File: src/rtl/mc_datapath.sv
module mc_datapath #(
  parameter logic [31:0] RESET_PC = 32'h0
) (
  input  logic        clk,
  input  logic        rst_n,
  input  logic        pc_wr,
  input  logic        pc_wr_cond,
  input  logic        tgt_wr,
  input  logic        ir_wr,
  input  logic        addr_sel,
  input  logic        mem_wr,
  input  logic        rf_we,
  input  logic        dst_sel,
  input  logic        wb_sel,
  input  logic        alu_a_sel,
  input  logic [1:0]  alu_b_sel,
  input  logic [1:0]  alu_op,
  input  logic [1:0]  pc_src,
  input  logic [31:0] mem_rdata,
  output logic [31:0] mem_addr,
  output logic [31:0] mem_wdata,
  output logic        mem_we
);

  logic [31:0] pc_q, ir_q, mdr_q, a_q, b_q, aluout_q, tgt_q;
  logic [31:0] rf [32];

  logic [4:0]  rs, rt, rd, shamt, wa;
  logic [5:0]  funct;
  logic [31:0] imm_sx, opa, opb, alu_y, pc_next, wd;
  logic        alu_zero, pc_en;

  assign rs     = ir_q[25:21];
  assign rt     = ir_q[20:16];
  assign rd     = ir_q[15:11];
  assign shamt  = ir_q[10:6];
  assign funct  = ir_q[5:0];
  assign imm_sx = {{16{ir_q[15]}}, ir_q[15:0]};

  assign opa = alu_a_sel ? a_q : pc_q;

  always_comb begin
    case (alu_b_sel)
      2'd0:    opb = b_q;
      2'd1:    opb = 32'd4;
      2'd2:    opb = imm_sx;
      default: opb = {imm_sx[29:0], 2'b00};
    endcase
  end

  always_comb begin
    alu_y = opa + opb;
    if (alu_op == 2'd1) alu_y = opa - opb;
    else if (alu_op == 2'd2) begin
      case (funct)
        6'h22:   alu_y = opa - opb;
        6'h24:   alu_y = opa & opb;
        6'h25:   alu_y = opa | opb;
        6'h27:   alu_y = ~(opa | opb);
        6'h2a:   alu_y = {31'b0, $signed(opa) < $signed(opb)};
        6'h00:   alu_y = opb << shamt;
        default: alu_y = opa + opb;
      endcase
    end
  end

  assign alu_zero = (alu_y == 32'd0);
  assign pc_en    = pc_wr | (pc_wr_cond & alu_zero);

  always_comb begin
    case (pc_src)
      2'd0:    pc_next = alu_y;
      2'd1:    pc_next = tgt_q;
      2'd2:    pc_next = {pc_q[31:28], ir_q[25:0], 2'b00};
      default: pc_next = aluout_q;
    endcase
  end

  assign wa = dst_sel ? rd : rt;
  assign wd = wb_sel ? mdr_q : aluout_q;

  always_ff @(posedge clk or negedge rst_n) begin
    if (!rst_n) begin
      pc_q     <= RESET_PC;
      ir_q     <= '0;
      mdr_q    <= '0;
      a_q      <= '0;
      b_q      <= '0;
      aluout_q <= '0;
      tgt_q    <= '0;
    end else begin
      if (pc_en)  pc_q  <= pc_next;
      if (ir_wr)  ir_q  <= mem_rdata;
      if (tgt_wr) tgt_q <= alu_y;
      mdr_q    <= mem_rdata;
      aluout_q <= alu_y;
      a_q      <= (rs == 5'd0) ? 32'd0 : rf[rs];
      b_q      <= (rt == 5'd0) ? 32'd0 : rf[rt];
    end
  end

  always_ff @(posedge clk or negedge rst_n) begin
    if (!rst_n) begin
      for (int i = 0; i < 32; i++) rf[i] <= '0;
    end else if (rf_we && wa != 5'd0) begin
      rf[wa] <= wd;
    end
  end

  assign mem_addr  = addr_sel ? aluout_q : pc_q;
  assign mem_wdata = b_q;
  assign mem_we    = mem_wr;

endmodule

File: config.mk
export PLATFORM = sky130hd
export DESIGN_NAME = mc_datapath
export DESIGN_NICKNAME = d
export VERILOG_FILES = /design/src/rtl/mc_datapath.sv
export SDC_FILE = /design/constraint.sdc
export NUM_CORES = 2
export LEC_CHECK = 0
export BUFFER_PORTS_ARGS = -buffer_cell sky130_fd_sc_hd__buf_2
export CAP_MARGIN = 15
export CORE_UTILIZATION = 40
export DETAILED_ROUTE_END_ITERATION = 16
export MAX_ROUTING_LAYER = met4
export PLACE_DENSITY = 0.55
export SLEW_MARGIN = 0
export SYNTH_ARGS = -nofsm -noshare
export SYNTH_HDL_FRONTEND = slang
export SYNTH_SLANG_ARGS = --single-unit
File: constraint.sdc
create_clock -name clk -period 5.9 [get_ports clk]
set_input_delay 0.295 -clock clk [delete_from_list [all_inputs] [get_ports clk]]
set_output_delay 0.295 -clock clk [all_outputs]
set_load 0.01 [all_outputs]
; After elaboration in Yosys (flattened, before gate mapping)
; Cells that the tools add are included.
; Widths: inputs -> output; s select.
[totals]
register_bits = 1242
latchBits = 0
mem_bits_rw = 0
romBits = 0
input_bits = 50
output_inout_bits = 65
word_cells = 98
mem_count = 0
[classes]
n_addsub = 2
mul = 0
n_div = 0
magnitude_cmp = 5
n_eq_ne = 11
n_shift = 1
mux = 20
bitwise = 9
n_reduce_logical = 10
[op_table]
columns = cell, count
row1 = $bwmux 1024, 1
row2 = $mux 32, 12
row3 = $bmux 32 s5, 2
row4 = $pmux 32 s3, 2
row5 = $pmux 32 s6, 1
row6 = $demux 32 s5, 1
row7 = $add 32x32->32, 1
row8 = $and 32x32->32, 1
row9 = $logic_not 32->1, 1
row10 = $lt 32x32->1, 1
row11 = $not 32->32, 1
row12 = $or 32x32->32, 1
row13 = $shl 32x5->32, 1
row14 = $sub 32x32->32, 1
row15 = $eq 6x6->1 const B, 5
row16 = $ge 6x6->1 const B, 3
row17 = $not 5->6, 3
row18 = $logic_not 5->1, 2
row19 = $eq 2x1->1 const B, 3
row20 = $eq 2x2->1 const B, 3
row21 = $logic_not 6->1, 1
row22 = $lt 6x1->1 const B, 1
row23 = $mux 5, 1
row24 = $reduce_bool 5->1, 1
row25 = 6 further kinds, 8

; Depth between registers and ports, before layout
[logic_depth]
ltp_word = 11
depth_mapped = 27
depth_no_buf = 18

; Least setup slack after synthesis
; OpenSTA, ideal clock, no wires.
[synth_timing]
path_type = reg2reg
start = register ir_q[0]
end = register pc_q[10]
setup_time_ns = 0.125
arrival_time_ns = 5.724
required_ns = 5.775
path_slack_ns = 0.051
stages_incl_launch_ff = 24
path_buffers = 8
period_less_slack_ns = 5.849
path_cell_list = dfrtp_1 buf_2 clkbuf_1 buf_2 buf_2 buf_2 clkbuf_1 clkbuf_1 o22ai_1 inv_1 ha_1 nor2b_1 o311ai_1 a21o_1 a21oi_1 o32a_1 or4b_1 or4_1 or4_1 and4bb_1 and4_4 a21oi_4 buf_6 mux2_4
[synth_between]
word_cells_on_any_way = 21
cone_classes = add/sub: 2 / order compare: 1 / eq/ne: 5 / shift: 1 / mux: 5 / bitwise: 5 / reduce/logical: 2
[synth_rtl]
columns = element, line
row1 = from (decl), 25  ; logic [31:0] pc_q, ir_q, mdr_q, a_q, b_q, aluout_q, tgt_q;
row2 = from (signal assigned), 93  ; if (ir_wr) ir_q <= mem_rdata;
row3 = $pmux 32 s3, 43  ; case (alu_b_sel)
row4 = "$add 32x32->32, or another cell as far along", "52, 62"
row5 = $pmux 32 s6, 55  ; case (funct)
row6 = $mux 32, 54  ; else if (alu_op == 2'd2) begin
row7 = $mux 32 (*), 53  ; if (alu_op == 2'd1) alu_y = opa - opb;
row8 = via alu_y[6], 30  ; logic [31:0] imm_sx, opa, opb, alu_y, pc_next, wd;
row9 = $logic_not 32->1 (*), 67  ; assign alu_zero = (alu_y == 32'd0);
row10 = $and 1x1->1 (*), 68  ; assign pc_en = pc_wr | (pc_wr_cond & alu_zero);
row11 = $or 1x1->1 (*), 68
row12 = to (signal assigned), 92  ; if (pc_en) pc_q <= pc_next;
row13 = to (decl), 25
; Mark *: on every way through the listed nets, which the timed path passes. The rest lies on a longest branch.
; A chain may end at the register's enable or synchronous reset.

; Final worst setup path
[layout_timing]
start = register pc_q[0]
end = register pc_q[9]
[layout_between]
word_cells_on_any_way = 14
cone_classes = add/sub: 2 / order compare: 1 / mux: 5 / bitwise: 5 / reduce/logical: 1
[layout_rtl]
columns = element, line
row1 = $mux 32 (*), 40  ; assign opa = alu_a_sel ? a_q : pc_q;
row2 = $add 32x32->32 / $sub 32x32->32 (equally long branches), n/a
row3 = $pmux 32 s6, 55
row4 = $mux 32, 54
row5 = $mux 32 (*), 53
row6 = via alu_y[6], 30
row7 = $logic_not 32->1 (*), 67
row8 = $and 1x1->1 (*), 68
row9 = $or 1x1->1 (*), 68
; Marked as above.

==> out/summary.txt <==
Htree depth = 4
Clk root buf = clkbuf_16
Crit path DAT = 6290 ps
Synth Flop Type = dfrtp_1
Setup Buffers After CTS = 0
Net switching power = 15.17 mW
Pre-antenna DRT Iters = 6
First-pass GRT wire length = 363,300 µm
Switching share of power = 37.36%
Yosys reg bits = 1,242
Vias in the first global route = 52,870
Commonest cells after routing, fill and taps aside = 1,228 x dfrtp_1, 960 x nor2_1, 884 x a21oi_1, 684 x mux4_2, 379 x nand2_1
Fin nets = 6,376
Yosys top cell area share = 44.48%
DRT iter0 DRCs = 5,306
Status = finished, final reports clean
Most common cell after layout, fill and taps aside = dfrtp_1
Register area share after synthesis = 44.48%
Syn avg cell area = 11.06 µm²
Post-DP HPWL = 159,700 µm
Chip Width = 420.0 µm
Max-slew headroom = 20.11%
Mapped Cells = 6,321
Synth area leader = dfrtp_1
Fin Hold WS = 119.9 ps
Minimum clock period = 5624 ps
Combinational cell fraction of total power = 40.4%
Crit Path Class = reg -> reg
Worst setup margin = 276.5 ps
Buf+Inv Stages, Crit Path = 3
Ports = 115
Finished Layout Cells = 8,658
Worst-Margin Slew = 1173 ps
Period Utilization, post-route = 95.31%
Setup Viol. Count Final = 0
# fillers = 16,040
Largest fanout on the critical path = 20
Worst path max stage delay = 570 ps
Total power divided by cell area = 516.4 nW/µm²
Clk network pwr share = 21.6%
# Max-Cap Violations = 0
Flop pwr share = 38.1%
Critical Path End Type = register
Critical path startpoint category = register
Initial antenna violation count = 3
Core ar. = 173,600 µm²
Fmax = 177.8 MHz
CP Cell Sequence = mux2_2 -> inv_1 -> ha_1 -> inv_1 -> fa_1 -> nor2b_1 -> o311ai_1 -> a21o_1 -> a21oi_1 -> o32a_1 -> or4b_1 -> or4_1 -> or4_1 -> and4bb_1 -> and4_4 -> a21oi_4 -> buf_12 -> mux2_4
Final core utilization = 45.29%
Leakage power figure = 32.46 nW
Share of cells above drive strength 1 = 24.49%
CP delay by family, top = simple AND/OR/NAND/NOR gates
Placer Congestion = 0.9960
Routed len/inst = 28.34 µm
YS warnings = 0
CTS tree = built
Clk_lat worst skew = 790 ps
Placement Cell Area = 73,710 µm²
Max-slew violation count = 0
DP Worst Slack = 101.6 ps
Synth area leaders = dfrtp_1 44%, mux4_2 22%, a21oi_1 6.3%
Distinct cell type count after synthesis = 92
Post-Route Setup TNS = 0 ps
Num CTS Buffers = 137
CP max stage cell = or4_1
Reg2reg setup slack = 280 ps
Final Cell Area = 78,640 µm²
Synth Cell Area = 69,880 µm²
Overall routing resource usage = 28.97%
Via Count = 52,580
GRT overflow = 0
Largest net degree at the start of global routing = 190
DRT antenna net count = 0
Worst Hold Class = in -> reg
Final Hold Vio Count = 0
Die area = 176,400 µm²
Layout area overhead = 12.54%
IO Port Bufs = 112
Sink Count = 1,242
EDFF count, synth = 0
Row count = 153
CTS clk-pin slew, worst paths = 60 ps
Clock skew = 31.19 ps
Peak supply drop = 0.2499 mV
Pint = 25.44 mW
Starting Density = 40.25%
# DRC = 0
Synth Net Count = 6,469
Post-DR vias/cell = 6.073
Placed instance count = 8,380
Asr flop ratio synth = 100.0%
RSZ-0062 raised after global routing = no
Maximum buffer depth of the clock tree = 3
WL final = 245,300 µm
Worst Path Required = 6560 ps
Pwr Total = 40.61 mW
DIE HEIGHT = 420.0 µm
layout make-up:
class                           instances  area (µm²)  share of cell area (%)
Multi-Input combinational cell       4322       36280                   46.13
Sequential cell                      1242       31120                   39.57
Clock buffer                          198        4050                   5.150
Timing Repair Buffer                  409        3301                   4.197
Tap cell                             2325        2909                   3.699
Clock inverter                         45       541.8                  0.6889
Inverter                              116       435.4                  0.5537
Antenna cell                            1       2.502                0.003182
kinds of logic (layout without fill, tap and decap cells):
family / count (synthesis) / in the layout / synth area share, %
AO/OA/AOI/OAI: 1572 / 1572 / 12.84
flip-flops: 1242 / 1242 / 44.48
multiplexers: 973 / 973 / 26.56
adder cells (fa/ha/maj): 98 / 98 / 1.776
buffers and inverters: 757 / 768 / 4.172
XOR/XNOR: 25 / 25 / 0.3133
AND/OR/NAND/NOR: 1654 / 1654 / 9.862
other: 0 / 1 / 0
per-layer routing:
metal	GRT usage (%)	wire length (µm)	vias to the layer above
met3	4.361	14700	532
li1	-	-	22980
met4	13.27	11740	0
met1	37.46	101200	27100
met5	-	0	-
met2	45.09	117700	1967
worst register-to-register path: stages, from the launching register on:
cell and delay, ps:
dfrtp_1 400, mux2_2 280, inv_1 80, ha_1 180
inv_1 70, fa_1 440, nor2b_1 170, o311ai_1 390
a21o_1 170, a21oi_1 60, o32a_1 380, or4b_1 500
or4_1 460, or4_1 570, and4bb_1 420, and4_4 280
a21oi_4 80, buf_12 170, mux2_4 380
cells in the mapped netlist, types with 17 or more instances:
cell type,instances
nor2_1,980
a31oi_1,36
or3_1,26
clkbuf_1,529
mux4_2,684
nand2b_1,29
buf_1,81
or2_2,17
o21ai_0,342
a211oi_1,43
mux2_2,129
o211ai_1,28
a21oi_1,884
o221ai_1,18
nor3_1,45
ha_1,96
a21o_1,18
nor2b_1,25
inv_1,112
mux2i_1,140
buf_2,22
nand2_1,379
nand3_1,62
mux2_4,20
nor4_1,22
dfrtp_1,1242
xnor2_1,23
power by group through the flow:
stage	Combinational, mW	Sequential, mW	Clock (mW)
after CTS	16.3	15.4	8.94
after global placement	15.9	15.2	0
after floorplan	11.5	14.2	0
after detailed placement	16.2	15.5	0
after global routing	17.7	15.9	9.25
final	16.4	15.5	8.76
sequential cells by signal, indices dropped and copies added, names as in the netlist:
| register | flops |
|---|---|
| rf | 1024 |
| a_q | 32 |
| aluout_q | 32 |
| mdr_q | 32 |
| mem_wdata | 32 |
| pc_q | 32 |
| tgt_q | 32 |
| ir_q | 26 |
final timing paths:
path | start | endpoint | depth (start not counted)
worst max-delay path | pc_q[0]$_DFFE_PN0P_ | pc_q[9]$_DFFE_PN0P_ | 18
worst min-delay path | ir_wr | ir_q[3]$_DFFE_PN0P_ | 4
worst max register to register | pc_q[0]$_DFFE_PN0P_ | pc_q[9]$_DFFE_PN0P_ | 18
worst min register to register | rf[1008]$_DFFE_PN0P_ | rf[1008]$_DFFE_PN0P_ | 0
max in group asynchronous | rst_n | rf[354]$_DFFE_PN0P_ | 3
min in group asynchronous | rst_n | mdr_q[28]$_DFF_PN0_ | 2
repair_timing:
| action | in CTS | in global routing |
|---|---|---|
| hold buffers | 34 | 0 |
| hold endpoints to repair | 191 | 0 |
| resized for setup | 0 | 0 |
(Power assumes the default switching activity.)
